$ cat src/rtl/mstat_pkg.sv
package mstat_pkg;

    localparam int STAT_W = 32;

    localparam int B_ET = 0;
    localparam int B_EF = 1;
    localparam int B_EV = 2;
    localparam int B_EC = 3;
    localparam int B_PS = 4;
    localparam int B_S  = 5;
    localparam int B_UX = 6;
    localparam int B_SX = 7;
    localparam int B_VM = 8;
    localparam int IM_LO = 16;
    localparam int IM_W  = 8;

    typedef logic [STAT_W-1:0] stat_t;

    localparam stat_t IM_FIELD = stat_t'(((1 << IM_W) - 1) << IM_LO);
    localparam stat_t DEFINED  = IM_FIELD | stat_t'((1 << (B_VM + 1)) - 1);

endpackage

$ cat src/rtl/mstat_sanitize.sv
module mstat_sanitize
    import mstat_pkg::*;
#(
    parameter bit X64_EN = 1'b1,
    parameter bit FPU_EN = 1'b1,
    parameter bit RVC_EN = 1'b1,
    parameter bit VEC_EN = 1'b1
) (
    input  stat_t raw,
    output stat_t clean
);

    stat_t drop;

    generate
        if (X64_EN) begin : g_x64
            assign drop[B_SX] = 1'b0;
            assign drop[B_UX] = 1'b0;
        end else begin : g_x32
            assign drop[B_SX] = 1'b1;
            assign drop[B_UX] = 1'b1;
        end
    endgenerate

    assign drop[B_EF] = !FPU_EN;
    assign drop[B_EV] = !VEC_EN;
    assign drop[B_EC] = !RVC_EN;
    assign drop[B_ET] = 1'b0;
    assign drop[B_PS] = 1'b0;
    assign drop[B_S]  = 1'b0;
    assign drop[B_VM] = 1'b0;
    assign drop[STAT_W-1:B_VM+1] = '0;

    assign clean = raw & DEFINED & ~drop;

endmodule

$ cat src/rtl/mstat_width_sel.sv
module mstat_width_sel
    import mstat_pkg::*;
(
    input  stat_t      st,
    output logic       wide,
    output logic [6:0] xpr_width
);

    always_comb begin
        wide      = st[B_S] ? st[B_SX] : st[B_UX];
        xpr_width = wide ? 7'd64 : 7'd32;
    end

endmodule

$ cat src/rtl/mode_status_reg.sv
module mode_status_reg
    import mstat_pkg::*;
#(
    parameter int              PC_W     = 64,
    parameter bit              X64_EN   = 1'b1,
    parameter bit              FPU_EN   = 1'b1,
    parameter bit              RVC_EN   = 1'b1,
    parameter bit              VEC_EN   = 1'b1,
    parameter logic [PC_W-1:0] EVEC_RST = PC_W'('h2000)
) (
    input  logic            clk,
    input  logic            rst_n,
    input  logic            wr_en,
    input  logic [31:0]     wr_data,
    input  logic            trap_take,
    input  logic [PC_W-1:0] trap_pc,
    input  logic [PC_W-1:0] mmu_badva,
    output logic [31:0]     status,
    output logic [6:0]      xpr_width,
    output logic            vm_on,
    output logic            sup_mode,
    output logic            tlb_flush,
    output logic [PC_W-1:0] epc,
    output logic [PC_W-1:0] badva,
    output logic [PC_W-1:0] evec
);

    typedef struct packed {
        stat_t           stat;
        logic [PC_W-1:0] epc;
        logic [PC_W-1:0] badva;
        logic [PC_W-1:0] evec;
        logic            flush;
    } state_t;

    localparam stat_t RST_RAW = IM_FIELD
                              | stat_t'(1 << B_S)
                              | stat_t'(1 << B_SX)
                              | stat_t'(1 << B_ET);

    state_t state_d, state_q;
    stat_t  trap_raw, upd_raw, upd_clean, rst_clean;
    logic   wide_unused;

    // Trap entry: leave trap-enable off, enter supervisor, keep old supervisor
    always_comb begin
        trap_raw       = state_q.stat;
        trap_raw[B_ET] = 1'b0;
        trap_raw[B_PS] = state_q.stat[B_S];
        trap_raw[B_S]  = 1'b1;
        upd_raw        = trap_take ? trap_raw : stat_t'(wr_data);
    end

    mstat_sanitize #(
        .X64_EN(X64_EN), .FPU_EN(FPU_EN), .RVC_EN(RVC_EN), .VEC_EN(VEC_EN)
    ) u_upd_mask (
        .raw   (upd_raw),
        .clean (upd_clean)
    );

    mstat_sanitize #(
        .X64_EN(X64_EN), .FPU_EN(FPU_EN), .RVC_EN(RVC_EN), .VEC_EN(VEC_EN)
    ) u_rst_mask (
        .raw   (RST_RAW),
        .clean (rst_clean)
    );

    always_comb begin
        state_d       = state_q;
        state_d.flush = 1'b0;
        if (trap_take) begin
            state_d.stat  = upd_clean;
            state_d.epc   = trap_pc;
            state_d.badva = mmu_badva;
            state_d.flush = 1'b1;
        end else if (wr_en) begin
            state_d.stat  = upd_clean;
            state_d.flush = 1'b1;
        end
    end

    always_ff @(posedge clk) begin
        if (!rst_n) begin
            state_q.stat  <= rst_clean;
            state_q.epc   <= '0;
            state_q.badva <= '0;
            state_q.evec  <= EVEC_RST;
            state_q.flush <= 1'b0;
        end else begin
            state_q <= state_d;
        end
    end

    mstat_width_sel u_width (
        .st        (state_q.stat),
        .wide      (wide_unused),
        .xpr_width (xpr_width)
    );

    assign status    = state_q.stat;
    assign vm_on     = state_q.stat[B_VM];
    assign sup_mode  = state_q.stat[B_S];
    assign tlb_flush = state_q.flush;
    assign epc       = state_q.epc;
    assign badva     = state_q.badva;
    assign evec      = state_q.evec;

endmodule

$ cat config.mk
export PLATFORM = sky130hd
export DESIGN_NAME = mode_status_reg
export DESIGN_NICKNAME = d
export VERILOG_FILES = /design/src/rtl/mstat_pkg.sv /design/src/rtl/mstat_sanitize.sv /design/src/rtl/mstat_width_sel.sv /design/src/rtl/mode_status_reg.sv
export SDC_FILE = /design/constraint.sdc
export NUM_CORES = 1
export LEC_CHECK = 0
export BUFFER_PORTS_ARGS = -buffer_cell sky130_fd_sc_hd__buf_2
export CORE_AREA = 2 2 155 157
export DETAILED_ROUTE_END_ITERATION = 12
export DIE_AREA = 0 0 157 159
export PLACE_DENSITY_LB_ADDON = 0.3
export REMOVE_ABC_BUFFERS = 1
export SETUP_SLACK_MARGIN = 0.4
export SLEW_MARGIN = 20
export SYNTH_ARGS = -nofsm -noshare
export SYNTH_HDL_FRONTEND = slang
export SYNTH_SLANG_ARGS = --single-unit
$ cat constraint.sdc
create_clock -name clk -period 1.5 [get_ports clk]
set_input_delay 0 -clock clk [delete_from_list [all_inputs] [get_ports clk]]
set_output_delay 0 -clock clk [all_outputs]
set_load 0.02 [all_outputs]
==> flow_summary.yaml <==
final_layout:
  fill_cells: 2204
  antenna_cells: 0
  area_growth_pct: 58.2
  final_cell_mix: "buf_2, dlygate4sd3_1, dfxtp_1"
  final_area_um2: 9800
  layout-drive-gt1-share_pct: 33.5
  finalNonFillerCells: 1347
  mostFrequentLayoutCell: "buf_2"
  nets: 1180
  finish.utilization_pct: 42.2
critical_path:
  critPathKind: "register to primary output"
  path_buf_inv: 1
  cp-start-kind: "register"
  crit_chain: "mux2_4, buf_4"
  crit_family: "flip-flops"
  worstSetupEndpointType: "primary output"
  slowest_stage: "dfxtp_2"
  r2r_slack_ns: 0.70
  critical_path.max_fanout: 2
  crit_required_ns: 1.50
  crit_arrival_ns: 1.22
  cp_slowest_stage_delay_ns: 0.34
route:
  vias: 5053
  drc_errors: 0
  ant_nets: 0
  drt_first_pass_iters: 4
  wl_per_cell_um: 11.9
  drt_iter0_drc: 194
  wl_um: 16000
  post_drt_via_cell_ratio: 3.75
placement:
  portBuffers: 298
  dp.final_hpwl_um: 10300
  place_inst: 1168
  pre_cts_slack_ns: 0.413
  gp_congestion: 0.710
  place_area_um2: 7630
min_path:
  min_path_type: "input pin to register"
die:
  die_y_um: 159
  io_pins: 398
  core-area_um2: 23200
  die-area_um2: 25000
  initial_core_util_pct: 26.7
  rows: 56
  die_x_um: 157
grt:
  grt_max_degree: 80
  grt_first_pass_wirelength_um: 24700
  grt_overflow_total: 0
  antenna_found_initial: 0
  grt_pass1_vias: 4848
  grt_usage_pct: 12.4
logic_synthesis:
  yosysTopAreaCellShare_pct: 47.2
  synth_area_leader_cell: "dfxtp_1"
  synthCells: 580
  ys_ff_latch: 146
  synth.avg_cell_area_um2: 10.7
  syn_area_um2: 6190
  yosysSeqAreaShare_pct: 47.2
  synth_area_leaders: "dfxtp_1, mux2i_1, nor2b_1, buf_4, nand2_1"
  synthDistinctLibCells: 20
  yosysWarningCount: 0
clock_network:
  clk_latency_ns: 0.41
  cts_root_buf: "clkbuf_16"
  cts_made_buffers: 17
  clkTransAtPathRegs_ns: 0.06
  clock_sinks: 146
  tritoncts: "yes"
  cts_buffer_depth: 2
  cts.htree.levels: 4
sta:
  finalSetupViolCount: 0
  post-route-period-util_pct: 81.3
  fin_ws_ns: 0.280
  achievable-frequency_mhz: 820
  finalSetupTns_ns: 0
  rsz0062_at_grt: "true"
  final_max_slew_viol_count: 0
  finalHoldViolations: 0
  fin_crit_ns: 1.22
  clock_skew_ns: 0.00344
  holdWs_ns: 0.0563
power:
  total_power_mw: 10.9
  internal_power_mw: 8.10
  pwr-share-seq_pct: 38.8
  clkPwrFrac_pct: 44.2
  power_switching_mw: 2.78
  p_comb_share_pct: 17.0
  switching_share_pct: 25.5
  peakVddDrop_uv: 674
  powerDensity_nw_per_um2: 1110
  power_leakage_nw: 4.92
run:
  cap_violations: 0
status:
  status: "finished clean"
power by group through the flow:
stage                     Clock (mW)  Sequential [mW]  Combinational [mW]
after floorplan                    0             4.60               0.577
after global placement             0             4.30                1.53
after detailed placement           0             4.30                1.54
after CTS                       5.01             4.22                1.85
after global routing            5.19             4.25                2.00
final                           4.81             4.22                1.85
final timing paths:
kind	start	end	cells after the start
max	status[5]	xpr_width[6]	2
min	rst_n	status[17]	3
max reg2reg	status[5]	status[5]	3
min reg2reg	status[22]	status[22]	2
what timing repair did:
action                                  CTS  global route
hold buffers                            146             0
buffers inserted                          1             1
endpoints found under the setup margin    2             7
resized for setup                         6             0
hold endpoints to repair                146             0
pin swaps                                 0             0
sequential cells by signal, summed over array words and instances, names as in the netlist:
name	count
badva	64
epc	64
status	17
tlb_flush	1
synthesized netlist by cell type (all sizes together):
cell type and instances:
a21boi 5, a21oi 1, buf 107, clkbuf 14, conb 2, dfxtp 146, inv 2, mux2 1
mux2i 131, nand2 28, nand2b 1, nand3 10, nor2b 129, o21a 1, o21ai 2
routing by layer:
metal	track usage [%]	up-vias	share of wire (%)
met3	3.40	14	6.7
met2	22.0	202	50
met4	4.25	0	1.6
met5	0	-	0
met1	14.2	2245	42
li1	-	2592	-
tightest hold or removal path, stage by stage:
cell     delay (ns)
buf_4          0.13
buf_12         0.17
nand3_1        0.09
layout make-up:
type	instances	area, µm²	share of cell area (%)
clock buffer	19	433	4.42
clock inverter	12	230	2.35
inverter	2	7.51	0.0766
multi-input combinational	393	2680	27.4
sequential	146	2920	29.8
tap	319	399	4.07
timing repair buffer	456	3120	31.9
kinds of logic (layout without fill, tap and decap cells):
family | after synthesis | count (layout) | share of synthesized area [%]
AO/OA/AOI/OAI | 9 | 9 | 0.970
buffers and inverters | 123 | 489 | 14.5
flip-flops | 146 | 146 | 47.2
multiplexers | 132 | 132 | 21.4
other | 2 | 84 | 0.121
AND/OR/NAND/NOR | 168 | 168 | 15.8
Power figures use the tool's default switching activity.
